<file path="config.mk">
export PLATFORM = sky130hd
export DESIGN_NAME = chan_ingress_node
export DESIGN_NICKNAME = d
export VERILOG_FILES = /design/src/rtl/cin_pkg.sv /design/src/rtl/cin_parity.sv /design/src/rtl/cin_fifo.sv /design/src/rtl/cin_ctrl.sv /design/src/rtl/chan_ingress_node.sv
export SDC_FILE = /design/constraint.sdc
export NUM_CORES = 1
export LEC_CHECK = 0
export ABC_AREA = 1
export BUFFER_PORTS_ARGS = -buffer_cell sky130_fd_sc_hd__buf_2
export CORE_MARGIN = 3
export CORE_UTILIZATION = 40
export DETAILED_ROUTE_END_ITERATION = 10
export PLACE_DENSITY_LB_ADDON = 0.15
export SYNTH_ARGS = -nofsm -noshare
export SYNTH_HDL_FRONTEND = slang
export SYNTH_SLANG_ARGS = --single-unit
</file>
<file path="constraint.sdc">
create_clock -name clk -period 3.6 [get_ports clk]
set_input_delay 0.72 -clock clk [delete_from_list [all_inputs] [get_ports clk]]
set_output_delay 0.72 -clock clk [all_outputs]
set_load 0.01 [all_outputs]
</file>
<file path="src/rtl/cin_pkg.sv">
package cin_pkg;

    // Fill condition of the ingress FIFO, owned by the controller
    typedef enum logic [1:0] {
        ST_EMPTY = 2'd0,
        ST_OPEN  = 2'd1,
        ST_FULL  = 2'd2
    } fill_state_t;

    // Width of a counter that must reach the value n inclusive
    function automatic int cnt_width(input int n);
        return (n < 1) ? 1 : $clog2(n + 1);
    endfunction

    // Width of a pointer into n slots
    function automatic int ptr_width(input int n);
        return (n > 1) ? $clog2(n) : 1;
    endfunction

endpackage

</file>
<file path="src/rtl/cin_parity.sv">
module cin_parity #(
    parameter int DATA_W = 32
) (
    input  logic [DATA_W-1:0] word,
    input  logic              par_bit,
    output logic              par_ok
);
    // XOR folding tree built per bit position
    logic [DATA_W-1:0] fold;

    assign fold[0] = word[0];
    generate
        for (genvar g = 1; g < DATA_W; g++) begin : g_fold
            assign fold[g] = fold[g-1] ^ word[g];
        end
    endgenerate

    assign par_ok = (fold[DATA_W-1] == par_bit);

endmodule

</file>
<file path="src/rtl/cin_fifo.sv">
module cin_fifo
    import cin_pkg::*;
#(
    parameter int DATA_W = 32,
    parameter int DEPTH  = 32
) (
    input  logic                        clk,
    input  logic                        rst_n,
    input  logic                        push,
    input  logic [DATA_W-1:0]           wdata,
    input  logic                        pop,
    output logic [DATA_W-1:0]           rdata,
    output logic [cnt_width(DEPTH)-1:0] count
);
    localparam int AW = ptr_width(DEPTH);
    localparam int CW = cnt_width(DEPTH);
    localparam logic [AW-1:0] LAST = AW'(DEPTH - 1);

    logic [DATA_W-1:0] mem [DEPTH];
    logic [AW-1:0]     wr_ptr, rd_ptr;
    logic [CW-1:0]     cnt_q;

    function automatic logic [AW-1:0] bump(input logic [AW-1:0] p);
        return (p == LAST) ? '0 : p + 1'b1;
    endfunction

    always_ff @(posedge clk) begin
        if (push) begin
            mem[wr_ptr] <= wdata;
        end
    end

    always_ff @(posedge clk) begin
        if (!rst_n) begin
            wr_ptr <= '0;
            rd_ptr <= '0;
            cnt_q  <= '0;
        end else begin
            if (push) wr_ptr <= bump(wr_ptr);
            if (pop)  rd_ptr <= bump(rd_ptr);
            unique case ({push, pop})
                2'b10:   cnt_q <= cnt_q + 1'b1;
                2'b01:   cnt_q <= cnt_q - 1'b1;
                default: cnt_q <= cnt_q;
            endcase
        end
    end

    assign rdata = mem[rd_ptr];
    assign count = cnt_q;

endmodule

</file>
<file path="src/rtl/cin_ctrl.sv">
module cin_ctrl
    import cin_pkg::*;
#(
    parameter int DEPTH = 32
) (
    input  logic                        clk,
    input  logic                        rst_n,
    input  logic                        in_valid,
    input  logic                        par_ok,
    input  logic                        rd_en,
    input  logic [cnt_width(DEPTH)-1:0] count,
    output logic                        push,
    output logic                        pop,
    output logic                        in_wait,
    output logic                        empty,
    output logic                        parity_err
);
    localparam int CW = cnt_width(DEPTH);
    localparam logic [CW-1:0] ONE_LEFT  = CW'(1);
    localparam logic [CW-1:0] NEAR_FULL = CW'(DEPTH - 1);

    fill_state_t state_q, state_d;
    logic        xfer, bad_xfer, err_q;

    // Transfer qualification: strobe high while not stalled
    assign xfer     = in_valid && (state_q != ST_FULL);
    assign push     = xfer && par_ok;
    assign bad_xfer = xfer && !par_ok;
    assign pop      = rd_en && (state_q != ST_EMPTY);

    // State register
    always_ff @(posedge clk) begin
        if (!rst_n) state_q <= ST_EMPTY;
        else        state_q <= state_d;
    end

    // Next-state logic
    always_comb begin
        state_d = state_q;
        unique case (state_q)
            ST_EMPTY: begin
                // T_FIRST_IN
                if (push) state_d = (DEPTH == 1) ? ST_FULL : ST_OPEN;
            end
            ST_OPEN: begin
                if (push && !pop && count == NEAR_FULL)
                    state_d = ST_FULL;          // T_FILL
                else if (pop && !push && count == ONE_LEFT)
                    state_d = ST_EMPTY;         // T_DRAIN
            end
            ST_FULL: begin
                // T_RELIEF
                if (pop) state_d = (DEPTH == 1) ? ST_EMPTY : ST_OPEN;
            end
            default: state_d = ST_EMPTY;
        endcase
    end

    // Error pulse register
    always_ff @(posedge clk) begin
        if (!rst_n) err_q <= 1'b0;
        else        err_q <= bad_xfer;
    end

    // Outputs decoded from registered state
    always_comb begin
        in_wait    = 1'b0;
        empty      = 1'b0;
        parity_err = err_q;
        unique case (state_q)
            ST_EMPTY: empty   = 1'b1;
            ST_OPEN:  ;
            ST_FULL:  in_wait = 1'b1;
            default:  empty   = 1'b1;
        endcase
    end

endmodule

</file>
<file path="src/rtl/chan_ingress_node.sv">
module chan_ingress_node
    import cin_pkg::*;
#(
    parameter int DATA_W = 32,
    parameter int DEPTH  = 32
) (
    input  logic                        clk,
    input  logic                        rst_n,
    input  logic                        in_valid,
    input  logic [DATA_W-1:0]           in_data,
    input  logic                        in_par,
    output logic                        in_wait,
    output logic                        parity_err,
    input  logic                        rd_en,
    output logic [DATA_W-1:0]           rd_data,
    output logic                        empty,
    output logic [cnt_width(DEPTH)-1:0] free_cnt
);
    localparam int CW = cnt_width(DEPTH);

    logic          par_ok, push, pop;
    logic [CW-1:0] count;

    cin_parity #(.DATA_W(DATA_W)) u_par (
        .word    (in_data),
        .par_bit (in_par),
        .par_ok  (par_ok)
    );

    cin_ctrl #(.DEPTH(DEPTH)) u_ctrl (
        .clk        (clk),
        .rst_n      (rst_n),
        .in_valid   (in_valid),
        .par_ok     (par_ok),
        .rd_en      (rd_en),
        .count      (count),
        .push       (push),
        .pop        (pop),
        .in_wait    (in_wait),
        .empty      (empty),
        .parity_err (parity_err)
    );

    cin_fifo #(.DATA_W(DATA_W), .DEPTH(DEPTH)) u_fifo (
        .clk   (clk),
        .rst_n (rst_n),
        .push  (push),
        .wdata (in_data),
        .pop   (pop),
        .rdata (rd_data),
        .count (count)
    );

    assign free_cnt = CW'(DEPTH) - count;

endmodule

</file>
==> summary.md, run 1 <==
| Metric | Value |
|---|---|
| Tcrit/Tclk final | `99.4%` |
| Maximum Capacitance Violations | `0` |
| VDD IR max | `between 0.5 and 0.6 mV` |
| GRT Util Overall | `24.6%` |
| Later-pin clock latency in the skew report | `approximately 0.7 ns` |
| Cell internal pwr | `24.0 mW` |
| Leakage | `17.0 nW` |
| CP Class | `register to primary output` |
| Die area | `107,000 um^2` |
| Worst Path Required | `2.88 ns` |
| Sequential Power Share | `38.7%` |
| Sw Share | `32.6%` |
| Synth cell count leaders | `1,024 x edfxtp_1, 645 x nor2_1, 566 x o21ai_0, 181 x o221ai_1, 167 x clkbuf_1` |
| Switching power | `11.6 mW` |
| Worst-path clk slew | `0.06 ns` |
| Mean Syn Cell Area | `13.4 um^2` |
| Global-route wire length before repair | `around 190 mm` |
| Routability cong. | `0.835` |
| RSZ-0062 raised after global routing | `true` |
| Cell Pwr Density | `698 nW/um^2` |
| Rel. slew slack | `between 30% and 40%` |
| First-pass detailed-route iteration total | `5` |
| Count leader, synth | `edfxtp_1` |
| Num rows | `117` |
| FF+latch count, synth | `1,048` |
| Yosys cell types | `32` |
| Combinational share of power | `between 30% and 40%` |
| Main area contributors after synthesis | `edfxtp_1 74%, o21ai_0 6.8%, nor2_1 5.9%` |
| WL final | `~140 mm` |
| Via density | `between 5 and 6` |
| Ant diodes | `0` |
| Yosys warnings | `0` |
| Largest net degree at the start of global routing | `65` |
| Overflow after GRT | `0` |
| Worst Setup Start Kind | `register` |
| Maximum clock rate | `approximately 280 MHz` |
| Final setup margin | `0.0229 ns` |
| Clock Path Buffers | `3` |
| Critical path capture point type | `primary output` |
| Initial antenna violation count | `2` |
| Post-synthesis sequential area ratio | `75.5%` |
| Final core occ | `50.0%` |
| Antenna-violating nets left | `0` |
| CORE AREA | `roughly 100,000 um^2` |
| Crit path time final | `between 3 and 4 ns` |
| Hold Vio Cnt, Final | `0` |
| I/O pins | `78` |
| Ys flop type | `edfxtp_1` |
| Hold-fix buffers, CTS | `0` |
| FFs w/ async S/R, synth | `0%` |
| Status | `finished clean` |
| Area grow syn2layout | `23.6%` |
| Nets | `3,396` |
| Root Buffer | `clkbuf_16` |
| Area share of the leading cell type in the synthesized netlist | `74.3%` |
| Cells after DPL | `~4,500` |
| Worst hold path class | `input port to register` |
| Hold_sp | `in_data[26]` |
| Clock power share | `30.4%` |
| IO buf count | `77` |
| Pre-CTS WS | `0.137 ns` |
| Initial Util | `40.5%` |
| Post-Synthesis Cells | `3,077` |
| Share of cells above drive strength 1 | `a little under a fifth` |
| Initial drt markers | `3,740` |
| CTS tree | `built` |
| Clock Skews | `0.0304 ns` |
| Critical Path Fanout Max | `8` |
| Final HPWL DP | `about 80 mm` |
| H-tree levels | `3` |
| Die width | `328 um` |
| Vias | `28,468` |
| Number of global-route vias before repair | `26,999` |
| Post-synth EDFFs | `between 1,000 and 1,500` |
| Post-Syn Area | `around 41,000 um^2` |
| Die height | `328 um` |
| R2R Path Start | `u_ctrl.state_q[0]` |
| Slew @ Worst Pin | `between 0.9 and 1 ns` |
| Clock Sinks | `~1,000` |
| Crit path DAT | `between 2 and 3 ns` |
| Post-Syn Nets | `about 3,100` |
| DRC violations left | `0` |
| Final Setup Violations | `0` |
| Total CTS buffers | `112` |
| Final Non-Filler Cells | `4,803` |
| WL per Instance | `29.1 um` |
| Area leader, netlist | `edfxtp_1` |
| Pins Over Slew Limit | `0` |
==> placed cells by master (no fill, tap or decap), types with 44 or more instances in the layout <==
master	instances
buf_12	78
nand3_1	72
clkbuf_16	136
nand2_1	72
o221ai_1	168
nor2_1	607
buf_4	142
edfxtp_1	1024
inv_1	44
o22ai_1	71
buf_2	72
o21ai_0	534
==> critical path, cell delays in order (launching register included) <==
cell      delay (ns)
dfxtp_4         0.37
buf_6           0.11
buf_16          0.17
buf_16          0.16
buf_12          0.14
o21ai_1         0.10
o221ai_2        0.25
nand3_1         0.20
o21ai_1         0.13
nor2_1          0.07
a31oi_2         0.26
buf_2           0.20
==> layer usage <==
layer  track usage, %  wire [um]  up-vias
met5                0          0        -
met4             6.59       3550        0
li1                 -          -    12289
met1             36.0      59100    14421
met2             38.3      64100     1544
met3             4.13      12800      214
==> stage by stage <==
step                instance area (um^2)  total power, mW  hold slack [ns]  setup TNS, ns
floorplan                          41400             18.4            0.480         -27.46
global placement                   45500             22.5            0.499              0
detailed placement                 45500             22.6            0.507              0
CTS                                49900             34.5            0.362         -0.224
global route                       51100             37.0            0.351         -0.211
finish                             51100             35.7            0.370              0
==> what timing repair did <==
action | CTS | global route
endpoints found under the setup margin | 32 | 30
resized for setup | 97 | 99
buffers inserted | 17 | 27
cloned | 14 | 23
hold endpoints to repair | 0 | 0
pin swaps | 19 | 38
==> kinds of logic (layout without fill, tap and decap cells) <==
| family | after synthesis | count (layout) | share of synthesized area, % |
|---|---|---|---|
| adder cells (fa/ha/maj) | 15 | 15 | 0.454 |
| flip-flops | 1048 | 1048 | 75.5 |
| buffers and inverters | 270 | 628 | 2.62 |
| AO/OA/AOI/OAI | 898 | 898 | 13.1 |
| XOR/XNOR | 24 | 24 | 0.508 |
| AND/OR/NAND/NOR | 822 | 822 | 7.87 |
==> state kept, by name, indices dropped and copies added, names as in the netlist, named ones only <==
name,count
u_fifo.mem,1024
u_fifo.count,6
u_fifo.rd_ptr,5
u_fifo.wr_ptr,5
u_ctrl.state_q,2
u_ctrl.parity_err,1
==> power groups by stage <==
stage	registers (mW)	logic [mW]	clock network [mW]
final	13.8	11.0	10.9
after global routing	13.8	11.7	11.5
after CTS	13.8	9.66	11.0
after detailed placement	14.1	8.48	0
after global placement	14.1	8.46	0
after floorplan	14.0	4.41	0
==> worst paths after layout <==
path	endpoint	slack (ns)	cells after the start
setup / recovery	rd_data[23]	0.02	11
hold reg to reg	u_fifo.wr_ptr[0]	0.52	2
setup reg to reg	u_fifo.mem[18][1]	1.23	10
hold / removal	u_fifo.mem[17][26]	0.37	1
==> cell type report <==
cell class	count	area (um^2)
Sequential cell	1048	31200
Timing Repair Buffer	370	4740
Tap cell	1368	1710
Clock inverter	55	377
Inverter	50	236
Multi-Input combinational cell	1759	9750
Clock buffer	150	3040
Fill cell	8772	51000
Timing Repair inverter	3	36.3
Power figures use the tool's default switching activity.
==> run 2: changes to the inputs <==
--- a/config.mk
+++ b/config.mk
@@ -11,6 +11,8 @@
 export CORE_UTILIZATION = 40
 export DETAILED_ROUTE_END_ITERATION = 10
 export PLACE_DENSITY_LB_ADDON = 0.15
+export SETUP_SLACK_MARGIN = 0.05
 export SYNTH_ARGS = -nofsm -noshare
 export SYNTH_HDL_FRONTEND = slang
+export SYNTH_HIERARCHICAL = 1
 export SYNTH_SLANG_ARGS = --single-unit
==> run 2 against run 1 <==
  * Fmax is 2.9% higher
  * Flip-flop and latch count stayed put
  * Routed wire length is 4.8% lower
  * Final cell count is 12% higher
  * Clock power is 4% lower
  * Global-route usage is 1.4 points lower
  * Critical path depth is 1 lower
  * Critical path type unchanged
==> summary.md, run 2 <==
| Metric | Value |
|---|---|
| Status | `finished clean` |
| Synth cell count leaders | `1,286 x nand2_1, 1,024 x edfxtp_1, 671 x nand3_1, 200 x a21oi_1, 91 x nor2_1` |
| Mean Syn Cell Area | `11.7 um^2 (-13%)` |
| Hold Vio Cnt, Final | `0 (unchanged)` |
| Hold-fix buffers, CTS | `0 (unchanged)` |
| Finished layout cell area | `50,900 um^2 (-0.51%)` |
| Post-Syn Nets | `3,753 (+20%)` |
| Initial antenna violation count | `4 (+2)` |
| Slew @ Worst Pin | `0.743 ns (-0.195 ns)` |
| CTS tree | `built` |
| Vias | `29,099 (+2.2%)` |
| Total CTS buffers | `111 (-0.89%)` |
| Commonest non-fill, non-tap cell in the layout | `nand2_1` |
| Most frequent cells in the layout | `1,284 x nand2_1, 1,024 x edfxtp_1, 671 x nand3_1` |
| First-pass detailed-route iteration total | `5 (unchanged)` |
| Initial drt markers | `3,462 (-7.4%)` |
| CP top delay family | `buffers and inverters` |
| CORE AREA | `106,000 um^2 (+4.0%)` |
| Area share of the leading cell type in the synthesized netlist | `71.1% (-3.2 points)` |
| Yosys cell types | `34 (+6.3%)` |
| IO buf count | `77 (unchanged)` |
| Worst hold path class | `input port to register` |
| FF-to-FF End | `u_fifo/count[4]` |
| Ant diodes | `0 (unchanged)` |
| CP Capture Point | `rd_data[2]` |
| Post-Synthesis Cells | `3,702 (+20%)` |
| Post-synthesis sequential area ratio | `72.3% (-3.2 points)` |
| R2R cell count | `19 (+9)` |
| Fill cell count | `9,537 (+8.7%)` |
| Share of cells above drive strength 1 | `13.3% (-5.5 points)` |
| Register area | `31,200 um^2 (about the same)` |
| Clock Skews | `0.0299 ns (-0.000421 ns)` |
| Pins Over Slew Limit | `0 (unchanged)` |
| Later-pin clock latency in the skew report | `0.69 ns (about the same)` |
| Largest net degree at the start of global routing | `98 (+51%)` |
| Area leader, netlist | `edfxtp_1` |
| FF+latch count, synth | `1,048 (unchanged)` |
| Clock Path Buffers | `3 (unchanged)` |
| Post-Syn Area | `43,200 um^2 (+4.4%)` |
| Clock Sinks | `1,048 (unchanged)` |
| Critical Path Fanout Max | `32 (+24)` |
| Overflow after GRT | `0 (unchanged)` |
| Routability cong. | `0.784 (-6.1%)` |
| Final setup margin | `0.123 ns (+0.100 ns)` |
| Antenna-violating nets left | `0 (unchanged)` |
| CP Cell Sequence | `buf_12 > buf_12 > buf_16 > nand2_1 > nand3_1 > nand2_1 > a21oi_1 > o31ai_1 > a21oi_2 > buf_2` |
| Critical path capture point type | `primary output` |
| Count leader, synth | `nand2_1` |
| WL final | `133 mm (-4.8%)` |
| Root Buffer | `clkbuf_16` |
| Die height | `335 um (+2.2%)` |
| Rel. slew slack | `50.4% (+13 points)` |
| H-tree levels | `3 (unchanged)` |
| Post-synth EDFFs | `1,024 (unchanged)` |
| Crit. path cell count | `10 (-1)` |
| R2R Path Start | `u_ctrl/state_q[0]` |
| Tcrit/Tclk final | `96.6% (-2.8 points)` |
| Global-route wire length before repair | `191 mm (-0.45%)` |
| RSZ-0062 raised after global routing | `true` |
| Cell Pwr Density | `601 nW/um^2 (-14%)` |
| Hold_sp | `in_data[0]` |
| Max reg flops | `1,024 (unchanged)` |
| Nets | `3,945 (+16%)` |
| WHS | `0.306 ns (-0.0640 ns)` |
| CP Class | `register to primary output` |
| Area of the multi-input gates | `10,800 um^2 (+10%)` |
| Leakage | `18.3 nW (+7.8%)` |
| VDD IR max | `0.385 mV (-29%)` |
| Final HPWL DP | `77.5 mm (-2.8%)` |
| Initial Util | `40.7% (+0.15 points)` |
| Worst Path Required | `2.88 ns (about the same)` |
| DRC violations left | `0 (unchanged)` |
| Via density | `5.41 (-8.7%)` |
| Number of global-route vias before repair | `27,279 (+1.0%)` |
| Ys flop type | `edfxtp_1` |
| Cell Area, Placed | `47,000 um^2 (+3.2%)` |
| Crit path DAT | `2.76 ns (-0.10 ns)` |
| Worst Setup Start Kind | `register` |
| Buf/Inv on CP | `4 (-1)` |
| Area grow syn2layout | `17.7%` |
| Die area | `112,000 um^2 (+4.4%)` |
| Final Setup Violations | `0 (unchanged)` |
| Main area contributors after synthesis | `edfxtp_1 71%, nand2_1 11%, nand3_1 7.8%` |
| Maximum Capacitance Violations | `0 (unchanged)` |
| Reg2reg setup slack | `1.32 ns (+0.09 ns)` |
| Yosys warnings | `6 (+6)` |
| I/O pins | `78 (unchanged)` |
| Maximum clock rate | `288 MHz (+2.9%)` |
| GRT Util Overall | `23.2% (-1.4 points)` |
| Die width | `335 um (+2.2%)` |
| Crit path time final | `3.48 ns (-0.100 ns)` |
| WL per Instance | `24.7 um (-15%)` |
| Power Total | `30.6 mW (-14%)` |
| Num rows | `119 (+1.7%)` |
| Pre-CTS WS | `-0.247 ns (-0.385 ns)` |
| FFs w/ async S/R, synth | `0% (unchanged)` |
| Largest Register | `u_fifo/mem` |
| Max stage delay on crit path | `0.35 ns (-0.02 ns)` |
| Worst-path clk slew | `0.05 ns (about the same)` |
| Slowest cell on crit path | `dfxtp_4` |
==> run 2: worst min path at each step <==
| stage | endpoint | slack (ns) | cells past startpoint |
|---|---|---|---|
| 6_report | u_fifo/mem[31][0] | 0.31 | 1 |
| 5_1_grt | u_fifo/mem[31][0] | 0.29 | 1 |
| 4_1_cts | u_fifo/mem[31][0] | 0.26 | 1 |
| 3_5_place_dp | u_ctrl/state_q[1] | 0.48 | 2 |
| 3_3_place_gp | u_ctrl/state_q[1] | 0.49 | 2 |
| 2_1_floorplan | u_ctrl/state_q[1] | 0.46 | 2 |
==> run 2: area by class of cell <==
cell class	instances	share of cell area, %
flip-flops and latches	1048	61.4
multi-input cells	2358	21.2
repair buffers	296	6.75
clock buffers	151	5.94
well taps	1391	3.42
inverters	76	0.652
clock inverters	52	0.546
repair inverters	3	0.103
==> run 2: report_power, final <==
| group | switching (mW) | internal (mW) | leakage [nW] |
|---|---|---|---|
| registers | 0.144 | 13.6 | 9.41 |
| logic | 4.24 | 2.05 | 7.25 |
| clock network | 4.61 | 5.91 | 1.62 |
| total | 9.00 | 21.6 | 18.3 |
==> run 2: metal layers <==
layer / vias up / GRT usage (%) / routed length (um)
met4: 2 / 5.91 / 2820
met2: 1131 / 34.5 / 58900
met3: 143 / 3.57 / 10300
met1: 14438 / 35.7 / 60900
li1: 13385 / - / -
met5: - / 0 / 13
==> run 2: timing repair <==
item,4_1_cts,5_1_grt
cloned,6,6
buffers inserted,2,4
endpoints found under the setup margin,30,29
resized for setup,31,28
==> run 2: stage by stage <==
stage,std cells,utilization [%],TNS [ns]
floorplan,3702,-,-337.08
finish,5375,47.9,0
global route,5375,47.9,0
detailed placement,5154,44.2,-48.87
CTS,5365,47.6,0
global placement,5154,44.2,-83.82
==> run 2: cell families (layout without fill, tap and decap cells) <==
group / after synthesis / after routing / synth area share [%]
AO/OA/AOI/OAI: 246 / 246 / 3.06
XOR/XNOR: 19 / 19 / 0.385
adder cells (fa/ha/maj): 14 / 14 / 0.405
buffers and inverters: 296 / 578 / 3.68
flip-flops: 1048 / 1048 / 72.3
AND/OR/NAND/NOR: 2079 / 2079 / 20.2
==> run 2: worst reg2reg max path, cell delays in order (launching register included) <==
cell and delay (ns):
dfxtp_1 0.33, inv_1 0.08, ha_1 0.25, inv_1 0.11
nand3_2 0.08, inv_2 0.06, inv_1 0.05, ha_1 0.22
inv_1 0.08, nand2_1 0.05, nand2_1 0.10, inv_1 0.05
ha_1 0.16, o21bai_1 0.18, nand2_1 0.11, nand2_1 0.06
nand2_1 0.05, nand3_1 0.06, nand2_1 0.06, inv_1 0.04
